**config.mk**
```make
export PLATFORM = sky130hd
export DESIGN_NAME = cpwm_top
export DESIGN_NICKNAME = d
export VERILOG_FILES = /design/src/rtl/cpwm_pkg.sv /design/src/rtl/cpwm_regs.sv /design/src/rtl/cpwm_counter.sv /design/src/rtl/cpwm_compare.sv /design/src/rtl/cpwm_top.sv
export SDC_FILE = /design/constraint.sdc
export NUM_CORES = 1
export LEC_CHECK = 0
export ABC_AREA = 1
export BUFFER_PORTS_ARGS = -buffer_cell sky130_fd_sc_hd__buf_2
export CELL_PAD_IN_SITES_DETAIL_PLACEMENT = 0
export CELL_PAD_IN_SITES_GLOBAL_PLACEMENT = 1
export CORE_UTILIZATION = 40
export CTS_BUF_LIST = sky130_fd_sc_hd__clkbuf_16
export DETAILED_ROUTE_END_ITERATION = 7
export PLACE_DENSITY = 0.82
export SYNTH_ARGS = -nofsm -noshare
export SYNTH_HDL_FRONTEND = slang
export SYNTH_SLANG_ARGS = --single-unit
```
**constraint.sdc**
```tcl
create_clock -name clk -period 1.72 [get_ports clk]
set_input_delay 0.43 -clock clk [delete_from_list [all_inputs] [get_ports clk]]
set_output_delay 0.43 -clock clk [all_outputs]
set_load 0.01 [all_outputs]
```
**src/rtl/cpwm_pkg.sv**
```systemverilog
package cpwm_pkg;
  typedef enum logic [1:0] {
    REG_CTRL  = 2'd0,
    REG_MOD   = 2'd1,
    REG_DUTY  = 2'd2,
    REG_SPARE = 2'd3
  } reg_sel_e;

  localparam int CTL_LDOK = 0;
  localparam int CTL_IEN  = 1;
  localparam int CTL_FLAG = 2;
  localparam int CTL_PSEL = 3;
endpackage

```
**src/rtl/cpwm_regs.sv**
```systemverilog
module cpwm_regs
  import cpwm_pkg::*;
#(
  parameter int CNT_W  = 8,
  parameter int PSEL_W = 2
) (
  input  logic              clk,
  input  logic              rst_n,
  input  logic              wr_i,
  input  logic              rd_i,
  input  logic [1:0]        addr_i,
  input  logic [CNT_W-1:0]  wdata_i,
  output logic [CNT_W-1:0]  rdata_o,
  input  logic              reload_i,
  output logic [CNT_W-1:0]  act_mod_o,
  output logic [CNT_W-1:0]  act_duty_o,
  output logic [PSEL_W-1:0] act_psel_o,
  output logic              flag_o,
  output logic              ien_o
);
  logic [CNT_W-1:0]  sh_mod_q, sh_mod_d, sh_duty_q, sh_duty_d;
  logic [PSEL_W-1:0] sh_psel_q, sh_psel_d;
  logic [CNT_W-1:0]  act_mod_q, act_mod_d, act_duty_q, act_duty_d;
  logic [PSEL_W-1:0] act_psel_q, act_psel_d;
  logic ldok_q, ldok_d, ien_q, ien_d, flag_q, flag_d, armed_q, armed_d;
  logic ctrl_wr, ctrl_rd, xfer;

  always_comb begin
    ctrl_wr = wr_i && (addr_i == REG_CTRL);
    ctrl_rd = rd_i && (addr_i == REG_CTRL);
    xfer    = reload_i && ldok_q;

    sh_mod_d  = (wr_i && addr_i == REG_MOD)  ? wdata_i : sh_mod_q;
    sh_duty_d = (wr_i && addr_i == REG_DUTY) ? wdata_i : sh_duty_q;
    sh_psel_d = ctrl_wr ? wdata_i[CTL_PSEL +: PSEL_W] : sh_psel_q;
    ien_d     = ctrl_wr ? wdata_i[CTL_IEN] : ien_q;

    act_mod_d  = xfer ? sh_mod_q  : act_mod_q;
    act_duty_d = xfer ? sh_duty_q : act_duty_q;
    act_psel_d = xfer ? sh_psel_q : act_psel_q;

    ldok_d = ldok_q;
    if (xfer) ldok_d = 1'b0;
    if (ctrl_wr && wdata_i[CTL_LDOK]) ldok_d = 1'b1;

    armed_d = armed_q;
    if (ctrl_rd && flag_q) armed_d = 1'b1;
    if (ctrl_wr || reload_i) armed_d = 1'b0;

    flag_d = flag_q;
    if (ctrl_wr && !wdata_i[CTL_FLAG] && armed_q) flag_d = 1'b0;
    if (reload_i) flag_d = 1'b1;
  end

  always_ff @(posedge clk or negedge rst_n) begin
    if (!rst_n) begin
      sh_mod_q   <= '0;
      sh_duty_q  <= '0;
      sh_psel_q  <= '0;
      act_mod_q  <= '0;
      act_duty_q <= '0;
      act_psel_q <= '0;
      ldok_q     <= 1'b0;
      ien_q      <= 1'b0;
      flag_q     <= 1'b0;
      armed_q    <= 1'b0;
    end else begin
      sh_mod_q   <= sh_mod_d;
      sh_duty_q  <= sh_duty_d;
      sh_psel_q  <= sh_psel_d;
      act_mod_q  <= act_mod_d;
      act_duty_q <= act_duty_d;
      act_psel_q <= act_psel_d;
      ldok_q     <= ldok_d;
      ien_q      <= ien_d;
      flag_q     <= flag_d;
      armed_q    <= armed_d;
    end
  end

  always_comb begin
    rdata_o = '0;
    case (addr_i)
      REG_CTRL: begin
        rdata_o[CTL_LDOK] = ldok_q;
        rdata_o[CTL_IEN]  = ien_q;
        rdata_o[CTL_FLAG] = flag_q;
        rdata_o[CTL_PSEL +: PSEL_W] = sh_psel_q;
      end
      REG_MOD:  rdata_o = sh_mod_q;
      REG_DUTY: rdata_o = sh_duty_q;
      default:  rdata_o = '0;
    endcase
  end

  assign act_mod_o  = act_mod_q;
  assign act_duty_o = act_duty_q;
  assign act_psel_o = act_psel_q;
  assign flag_o     = flag_q;
  assign ien_o      = ien_q;

  // Active set moves only at a reload point
  assert_active_hold_R1: assert property (@(posedge clk) disable iff (!rst_n)
    !reload_i |=> $stable({act_mod_q, act_duty_q, act_psel_q}));
  // Copy consumes the permit bit unless software sets it again
  assert_ldok_clear_R3: assert property (@(posedge clk) disable iff (!rst_n)
    (reload_i && ldok_q && !ctrl_wr) |=> !ldok_q);
  assert_flag_set_R4: assert property (@(posedge clk) disable iff (!rst_n)
    reload_i |=> flag_q);
  assert_flag_hold_R5: assert property (@(posedge clk) disable iff (!rst_n)
    (flag_q && !ctrl_wr) |=> flag_q);
endmodule

```
**src/rtl/cpwm_counter.sv**
```systemverilog
module cpwm_counter #(
  parameter int CNT_W  = 8,
  parameter int PSEL_W = 2
) (
  input  logic              clk,
  input  logic              rst_n,
  input  logic              en_i,
  input  logic [PSEL_W-1:0] psel_i,
  input  logic [CNT_W-1:0]  mod_i,
  output logic              running_o,
  output logic [CNT_W-1:0]  cnt_o,
  output logic              reload_o
);
  localparam int PRE_W = (1 << PSEL_W) - 1;

  logic             en_q, en_d, down_q, down_d;
  logic [PRE_W-1:0] pre_q, pre_d, pre_lim;
  logic [CNT_W-1:0] cnt_q, cnt_d;
  logic             start, tick, bottom;

  always_comb begin
    pre_lim = {PRE_W{1'b1}} >> (PRE_W - int'(psel_i));
    start   = en_i && !en_q;
    tick    = en_q && (pre_q == pre_lim);
    bottom  = tick && (down_q ? (cnt_q == CNT_W'(1)) : (cnt_q >= mod_i));
    reload_o = start || bottom;

    en_d   = en_i;
    pre_d  = pre_q;
    cnt_d  = cnt_q;
    down_d = down_q;
    if (!en_i || start) begin
      pre_d  = '0;
      cnt_d  = '0;
      down_d = 1'b0;
    end else begin
      pre_d = tick ? '0 : pre_q + PRE_W'(1);
      if (tick) begin
        if (down_q) begin
          cnt_d = cnt_q - CNT_W'(1);
          if (cnt_q == CNT_W'(1)) down_d = 1'b0;
        end else if (cnt_q >= mod_i) begin
          cnt_d = '0;
        end else begin
          cnt_d = cnt_q + CNT_W'(1);
          if (cnt_q + CNT_W'(1) == mod_i) down_d = 1'b1;
        end
      end
    end
  end

  always_ff @(posedge clk or negedge rst_n) begin
    if (!rst_n) begin
      en_q   <= 1'b0;
      pre_q  <= '0;
      cnt_q  <= '0;
      down_q <= 1'b0;
    end else begin
      en_q   <= en_d;
      pre_q  <= pre_d;
      cnt_q  <= cnt_d;
      down_q <= down_d;
    end
  end

  assign running_o = en_q;
  assign cnt_o     = cnt_q;

  assert_cnt_bound_R8: assert property (@(posedge clk) disable iff (!rst_n)
    en_q |-> (cnt_q <= mod_i));
  assert_reload_zero_R4: assert property (@(posedge clk) disable iff (!rst_n)
    bottom |=> (cnt_q == '0));
  assert_prescale_R9: assert property (@(posedge clk) disable iff (!rst_n)
    (en_q && en_i && !tick) |=> (pre_q == $past(pre_q) + PRE_W'(1)));
endmodule

```
**src/rtl/cpwm_compare.sv**
```systemverilog
module cpwm_compare #(
  parameter int CNT_W = 8
) (
  input  logic             running_i,
  input  logic [CNT_W-1:0] cnt_i,
  input  logic [CNT_W-1:0] duty_i,
  input  logic [CNT_W-1:0] mod_i,
  output logic             pwm_o
);
  logic duty_zero, duty_full;

  always_comb begin
    duty_zero = (duty_i == '0);
    duty_full = (duty_i >= mod_i);
    pwm_o = running_i && !duty_zero && (duty_full || (cnt_i < duty_i));
  end
endmodule

```
**src/rtl/cpwm_top.sv**
```systemverilog
module cpwm_top #(
  parameter int CNT_W  = 8,
  parameter int PSEL_W = 2
) (
  input  logic             clk,
  input  logic             rst_n,
  input  logic             reg_wr,
  input  logic             reg_rd,
  input  logic [1:0]       reg_addr,
  input  logic [CNT_W-1:0] reg_wdata,
  output logic [CNT_W-1:0] reg_rdata,
  input  logic             pwm_en,
  output logic             pwm_out,
  output logic             irq_out
);
  logic [1:0]        rst_pipe;
  logic              rst_int_n;
  logic [CNT_W-1:0]  act_mod, act_duty, cnt;
  logic [PSEL_W-1:0] act_psel;
  logic              reload, running, flag, ien;

  always_ff @(posedge clk or negedge rst_n) begin
    if (!rst_n) rst_pipe <= 2'b00;
    else        rst_pipe <= {rst_pipe[0], 1'b1};
  end
  assign rst_int_n = rst_pipe[1];

  cpwm_regs #(.CNT_W(CNT_W), .PSEL_W(PSEL_W)) u_regs (
    .clk(clk), .rst_n(rst_int_n),
    .wr_i(reg_wr), .rd_i(reg_rd), .addr_i(reg_addr),
    .wdata_i(reg_wdata), .rdata_o(reg_rdata),
    .reload_i(reload),
    .act_mod_o(act_mod), .act_duty_o(act_duty), .act_psel_o(act_psel),
    .flag_o(flag), .ien_o(ien)
  );

  cpwm_counter #(.CNT_W(CNT_W), .PSEL_W(PSEL_W)) u_cnt (
    .clk(clk), .rst_n(rst_int_n),
    .en_i(pwm_en), .psel_i(act_psel), .mod_i(act_mod),
    .running_o(running), .cnt_o(cnt), .reload_o(reload)
  );

  cpwm_compare #(.CNT_W(CNT_W)) u_cmp (
    .running_i(running), .cnt_i(cnt), .duty_i(act_duty),
    .mod_i(act_mod), .pwm_o(pwm_out)
  );

  assign irq_out = flag && ien;

  assert_irq_source_R6: assert property (@(posedge clk) disable iff (!rst_int_n)
    (reload && ien && !reg_wr) |=> irq_out);
endmodule

```
# Word level (Yosys, flattened, before mapping)
# Index checks and enable logic that the tools add are counted.
# word_totals
regBits	55
output_inout_bits	10
# classes
n_addsub	4
n_lt_le_gt_ge	3
n_eq_ne	5
shifts	1
n_mux	21
reduce_logical	29
# ops
op	count
$mux W8	4
$shr A3 B32 Y3 const A	1
$ge A8 B8 Y1	2
$logic_and A1 B1 Y1	15
$pmux W5 S3	1
$mux W1	13
$add A8 B1 Y8 const B	1
$eq A8 B1 Y1 const B	1
$eq A8 B8 Y1	1
$logic_not A8 Y1	1
$lt A8 B8 Y1	1
$reduce_bool A2 Y1	4
$sub A8 B1 Y8 const B	1
$mux W3	2
$pmux W3 S2	1
$logic_not A1 Y1	4
$logic_or A1 B1 Y1	4
$add A3 B1 Y3 const B	1
$eq A3 B3 Y1	1
$sub A2 B2 Y3 const A	1
$eq A2 B1 Y1 const B	1
$eq A2 B2 Y1 const B	1
$logic_not A2 Y1	1

# Longest topological paths before layout
# depth
ltp_word	9
ltp_mapped	17

# Cells and area by module
# A second synthesis with hierarchy kept.
# unflattened
hier_cells	493
area_unflattened_um2	3698.5
# by_module_without_submodules
mod	n_inst	cells_per_inst	area_each_um2	seq_area_each_um2
cpwm_regs	1	212	1860.5	1001.0
cpwm_counter	1	201	1331.3	325.3
cpwm_compare	1	75	445.4	0.0
cpwm_top	1	5	61.3	50.0

# Least setup slack after synthesis
# No wires, ideal clock.
# synth_timing
kind	reg2reg
startpoint	register u_cnt.cnt_q[5] (netlist: u_cnt.cnt_o[5])
endpoint	register u_regs.act_duty_q[3] (netlist: u_regs.act_duty_o[3])
setup_time_ns	0.116
t_arrival_ns	1.768
required_ns	1.604
setup_slack_ns	-0.165
stages_incl_launch_ff	14
path_buffers	2
synth_period_minus_slack_ns	1.885
path_cell_list	dfrtp_1 ha_1 a21oi_1 nor2_1 nor2_1 nand3_1 nand2_1 nand2_1 nand2_2 nand2_2 buf_6 buf_12 nand3_2 nand2_1
# synth_via
elab_chain_cells	5
elab_cells_between_ends	6
classes_between	order compare (1); eq/ne (1); mux (1); reduce/logical (3)
# synth_lines
item	line	source
start, declared	cpwm_counter.sv:18	logic [CNT_W-1:0] cnt_q, cnt_d;
start signal, assigned	cpwm_counter.sv:61	cnt_q <= cnt_d;
$ge A8 B8 Y1 or $eq A8 B1 Y1 (tied branches)	cpwm_counter.sv:25	bottom = tick && (down_q ? (cnt_q == CNT_W'(1)) : (cnt_q >= mod_i));
$mux W1 *	cpwm_counter.sv:25	
$logic_and A1 B1 Y1 *	cpwm_counter.sv:25	
$logic_or A1 B1 Y1 *	cpwm_counter.sv:26	reload_o = start || bottom;
$logic_and A1 B1 Y1 *	cpwm_regs.sv:31	xfer = reload_i && ldok_q;
end signal, assigned	cpwm_regs.sv:72	act_duty_q <= act_duty_d;
end, declared	cpwm_regs.sv:23	logic [CNT_W-1:0] act_mod_q, act_mod_d, act_duty_q, act_duty_d;
# Mark *: on every way between the ends. The rest lies on a longest branch, timed or not.
# A chain may end at the register's enable or synchronous reset.

# Worst setup path in the final report
# layout_timing
startpoint	register u_regs.act_duty_q[1] (netlist: u_regs.act_duty_o[1])
endpoint	output pwm_out
# layout_via
elab_chain_cells	4
elab_cells_between_ends	7
classes_between	order compare (2); reduce/logical (5)
# layout_lines
item	line	source
parallel branches: the longest is 3 deep, another holds $ge A8 B8 Y1	--	
$logic_and A1 B1 Y1 *	cpwm_compare.sv:15	pwm_o = running_i && !duty_zero && (duty_full || (cnt_i < duty_i));
end, declared	cpwm_top.sv:13	output logic pwm_out,
# Mark *: on every way between the ends.

==> results.py <==
metrics = {
    "floorplan": {
        "fp.dieW_um": 95.09,
        "rows": 33,
        "ios": 25,
        "die-area_sq_um": 9041,
        "fp.coreArea_sq_um": 8299,
        "start_util_pct": 41.76,
        "dieHeight_um": 95.09,
    },
    "worst_setup_path": {
        "path_cells": "buf_4 > ha_1 > a21oi_1 > o21ai_1 > a211oi_2 > a21oi_2 > buf_2",
        "crit_path_top_delay_cell": "dfrtp_1",
        "slowest_delay_ns": 0.40,
        "end_kind": "output pin",
        "path_max_fanout": 2,
        "startpoint_type": "flip-flop",
        "path_class": "reg -> out",
        "worstPathRequired_ns": 1.29,
        "cp.arrival_ns": 1.82,
    },
    "cts": {
        "htree_levels": 2,
        "clock_latency_ns": 0.29,
        "cts_buffer_depth": 2,
        "cts-root-buf": "clkbuf_16",
        "path_clk_slew_ns": 0.07,
        "cts_tree": "yes",
        "numCtsBuffers": 5,
        "clock_sinks": 55,
    },
    "pwr": {
        "netSwitchingPower_w": 0.002143,
        "p_per_area_nw_per_um2": 1161,
        "power_frac_clock_pct": 18.6,
        "irDropWorstVdd_mv": 0.4852,
        "swShare_pct": 39.38,
        "power_w": 0.005441,
        "power.leakage_nw": 2.425,
        "pwr-share-seq_pct": 32.6,
        "p_comb_share_pct": 48.8,
        "internal_power_w": 0.003298,
    },
    "global_route": {
        "gr-usage-met1_pct": 29.69,
        "gr-usage-met2_pct": 38.15,
        "grt_pass1_vias": 3192,
        "top_usage_layer": "met2",
        "grt_usage_pct": 22.42,
        "grt_overflow": 0,
        "grt_max_degree": 54,
        "antenna_found_initial": 0,
        "grt_util_met3_pct": 2.711,
        "grt_first_pass_wirelength_um": 15440,
    },
    "final_layout": {
        "drive_above_1_share_pct": 28.75,
        "n_fill_cell": 787,
        "antenna_cells": 0,
        "post-route-util_pct": 56.48,
        "nNetsFinal": 591,
        "layout-area-overhead-vs-synth_pct": 35.23,
    },
    "placement": {
        "place.port_buffers": 24,
        "gp_congestion": 0.9058,
        "place_hpwl_um": 6685,
    },
    "logic_synthesis": {
        "syn-instance-count": 457,
        "yosys.cell_count.top_type": "nand2_1",
        "synth_common_cells": "nand2_1, inv_1, dfrtp_1",
        "synth.cell_area_sq_um": 3466,
        "ys_async_sr_fraction_pct": 100.0,
        "synth_top_area_share_pct": 39.71,
        "ys_top_cells_by_area": "dfrtp_1, nand2_1, ha_1, inv_1, o21ai_0",
        "syn_area_per_cell_sq_um": 7.584,
        "yosysTopAreaCell": "dfrtp_1",
        "synth_edf_count": 0,
        "syn_nets": 503,
        "yosysWarnings": 0,
        "seq_area_frac_synth_pct": 39.71,
        "ys_ff_latch": 55,
        "ys_types": 29,
        "ys.flop_type": "dfrtp_1",
    },
    "outcome": {
        "status": "complete, but fails checks",
        "violations": "setup timing",
    },
    "route": {
        "drc": 0,
        "viasPerCell": 5.003,
        "via_count": 3257,
        "first_pass_iters": 4,
        "drt_wl_total_um": 9246,
        "drt_iter0_drc": 96,
        "ant_nets": 0,
        "wire_per_inst_um": 14.20,
    },
    "sta": {
        "period_needed_ns": 2.251,
        "final.setup.worst_slack_ns": -0.5305,
        "slew_violations": 0,
        "finalHoldViolCount": 0,
        "rsz0062_at_grt": "true",
        "setup_viol": 26,
        "fmax_mhz": 444.3,
        "skew_ns": 0.004319,
        "finalCritPeriodShare_pct": 130.8,
    },
    "hold_path": {
        "min_path_type": "reg -> async",
    },
    "run": {
        "drv_cap": 0,
    },
}
[worst paths after layout]
check                                startpoint                  end  slack, ns  cells after the start
max                        u_regs.act_duty_o[1]              pwm_out      -0.53                      7
min                                 rst_pipe[1]   u_regs.sh_mod_q[3]       0.26                      1
max reg2reg                      u_cnt.cnt_o[1]  u_regs.act_mod_o[1]      -0.29                     16
min reg2reg                         rst_pipe[1]   u_regs.sh_mod_q[3]       0.26                      1
max in group asynchronous                 rst_n          rst_pipe[1]       1.17                      2
min in group clk                         pwm_en      u_cnt.running_o       0.28                      1
[cells in the final DEF (no fill, tap or decap), types with 2 or more instances in the layout]
cell / netlist / final
nand2_1: 142 / 135
buf_4: 0 / 53
dfrtp_1: 55 / 53
inv_1: 56 / 48
o21ai_0: 39 / 32
nand3_1: 34 / 30
nor2_1: 27 / 24
ha_1: 31 / 23
buf_2: 3 / 22
a21oi_1: 17 / 14
nand3_2: 9 / 13
inv_2: 3 / 8
nand4_1: 8 / 8
ha_4: 0 / 8
buf_6: 2 / 8
nand2_2: 4 / 7
o21ai_1: 0 / 5
nand2_8: 0 / 5
clkbuf_16: 0 / 5
inv_4: 0 / 3
a21oi_2: 0 / 3
nor2_2: 1 / 3
o22ai_2: 0 / 3
buf_12: 1 / 3
o22ai_1: 5 / 2
o211ai_1: 2 / 2
nor3_2: 1 / 2
xnor2_1: 2 / 2
xor2_1: 2 / 2
o21ai_2: 0 / 2
o2111ai_1: 2 / 2
buf_16: 0 / 2
dfrtp_2: 0 / 2
[state kept, by name, summed over array words and instances, names as in the netlist, 2 cells and up]
register           flops
u_regs.sh_mod_q        8
u_regs.sh_duty_q       8
rst_pipe               2
u_cnt.cnt_o            8
u_regs.act_mod_o       8
u_regs.act_psel_o      2
u_cnt.pre_q            3
u_regs.sh_psel_q       2
u_regs.act_duty_o      8
[through the flow]
step	hold slack, ns	cells	instance area, sq um	TNS, ns	setup WS (ns)
2_1_floorplan	0.1344	457	3486	-0.9745	-0.08603
3_3_place_gp	0.2150	629	4089	-3.545	-0.2485
3_5_place_dp	0.2169	629	4089	-4.582	-0.2932
4_1_cts	0.2761	649	4554	-6.369	-0.5297
5_1_grt	0.2887	651	4687	-10.06	-0.6410
6_report	0.2599	651	4687	-5.938	-0.5305
[cell type report]
type	count	area [sq um]	share of cell area, %
Multi-Input combinational cell	335	2079	44.37
Sequential cell	55	1379	29.42
Timing Repair Buffer	89	723.2	15.43
Inverter	59	229.0	4.885
Tap cell	105	131.4	2.803
Clock buffer	5	125.1	2.670
Clock inverter	3	20.02	0.4271
[layer usage]
layer / routed length (um) / vias to the layer above
met4: 127 / 0
met2: 4631 / 50
met3: 235 / 11
li1: - / 1670
met1: 4252 / 1526
met5: 0 / -
[what timing repair did]
action / in CTS / in global routing
buffers inserted: 6 / 3
resized for setup: 49 / 26
hold endpoints to repair: 2 / 0
pin swaps: 5 / 11
endpoints found under the setup margin: 32 / 39
hold buffers: 1 / 0
gates cloned: 6 / 0
[power by group through the flow]
| stage | Combinational (W) | Clock (W) | Sequential [W] |
|---|---|---|---|
| 4_1_cts | 0.00253 | 0.00104 | 0.00177 |
| 2_1_floorplan | 0.00132 | 0 | 0.00176 |
| 6_report | 0.00266 | 0.00101 | 0.00177 |
| 5_1_grt | 0.00298 | 0.00108 | 0.00180 |
| 3_5_place_dp | 0.00214 | 0 | 0.00179 |
| 3_3_place_gp | 0.00207 | 0 | 0.00178 |
[kinds of logic after synthesis]
group	count (synthesis)	synth area share, %
AOI/OAI and AO/OA	68	10.58
buffers and inverters	69	8.483
xor gates and xnor gates	4	1.011
DFF	55	39.71
other	1	0.1082
adders and majority gates	31	11.19
and+or+nand+nor	229	28.92
[critical path: cells and delay by family (launching register included)]
kind                     cells  cell delay, ns
AO/OA/AOI/OAI                4            0.55
flip-flops                   1            0.40
adder cells (fa/ha/maj)      1            0.28
buffers and inverters        2            0.30
No activity file was read; power rests on OpenSTA's default activity.
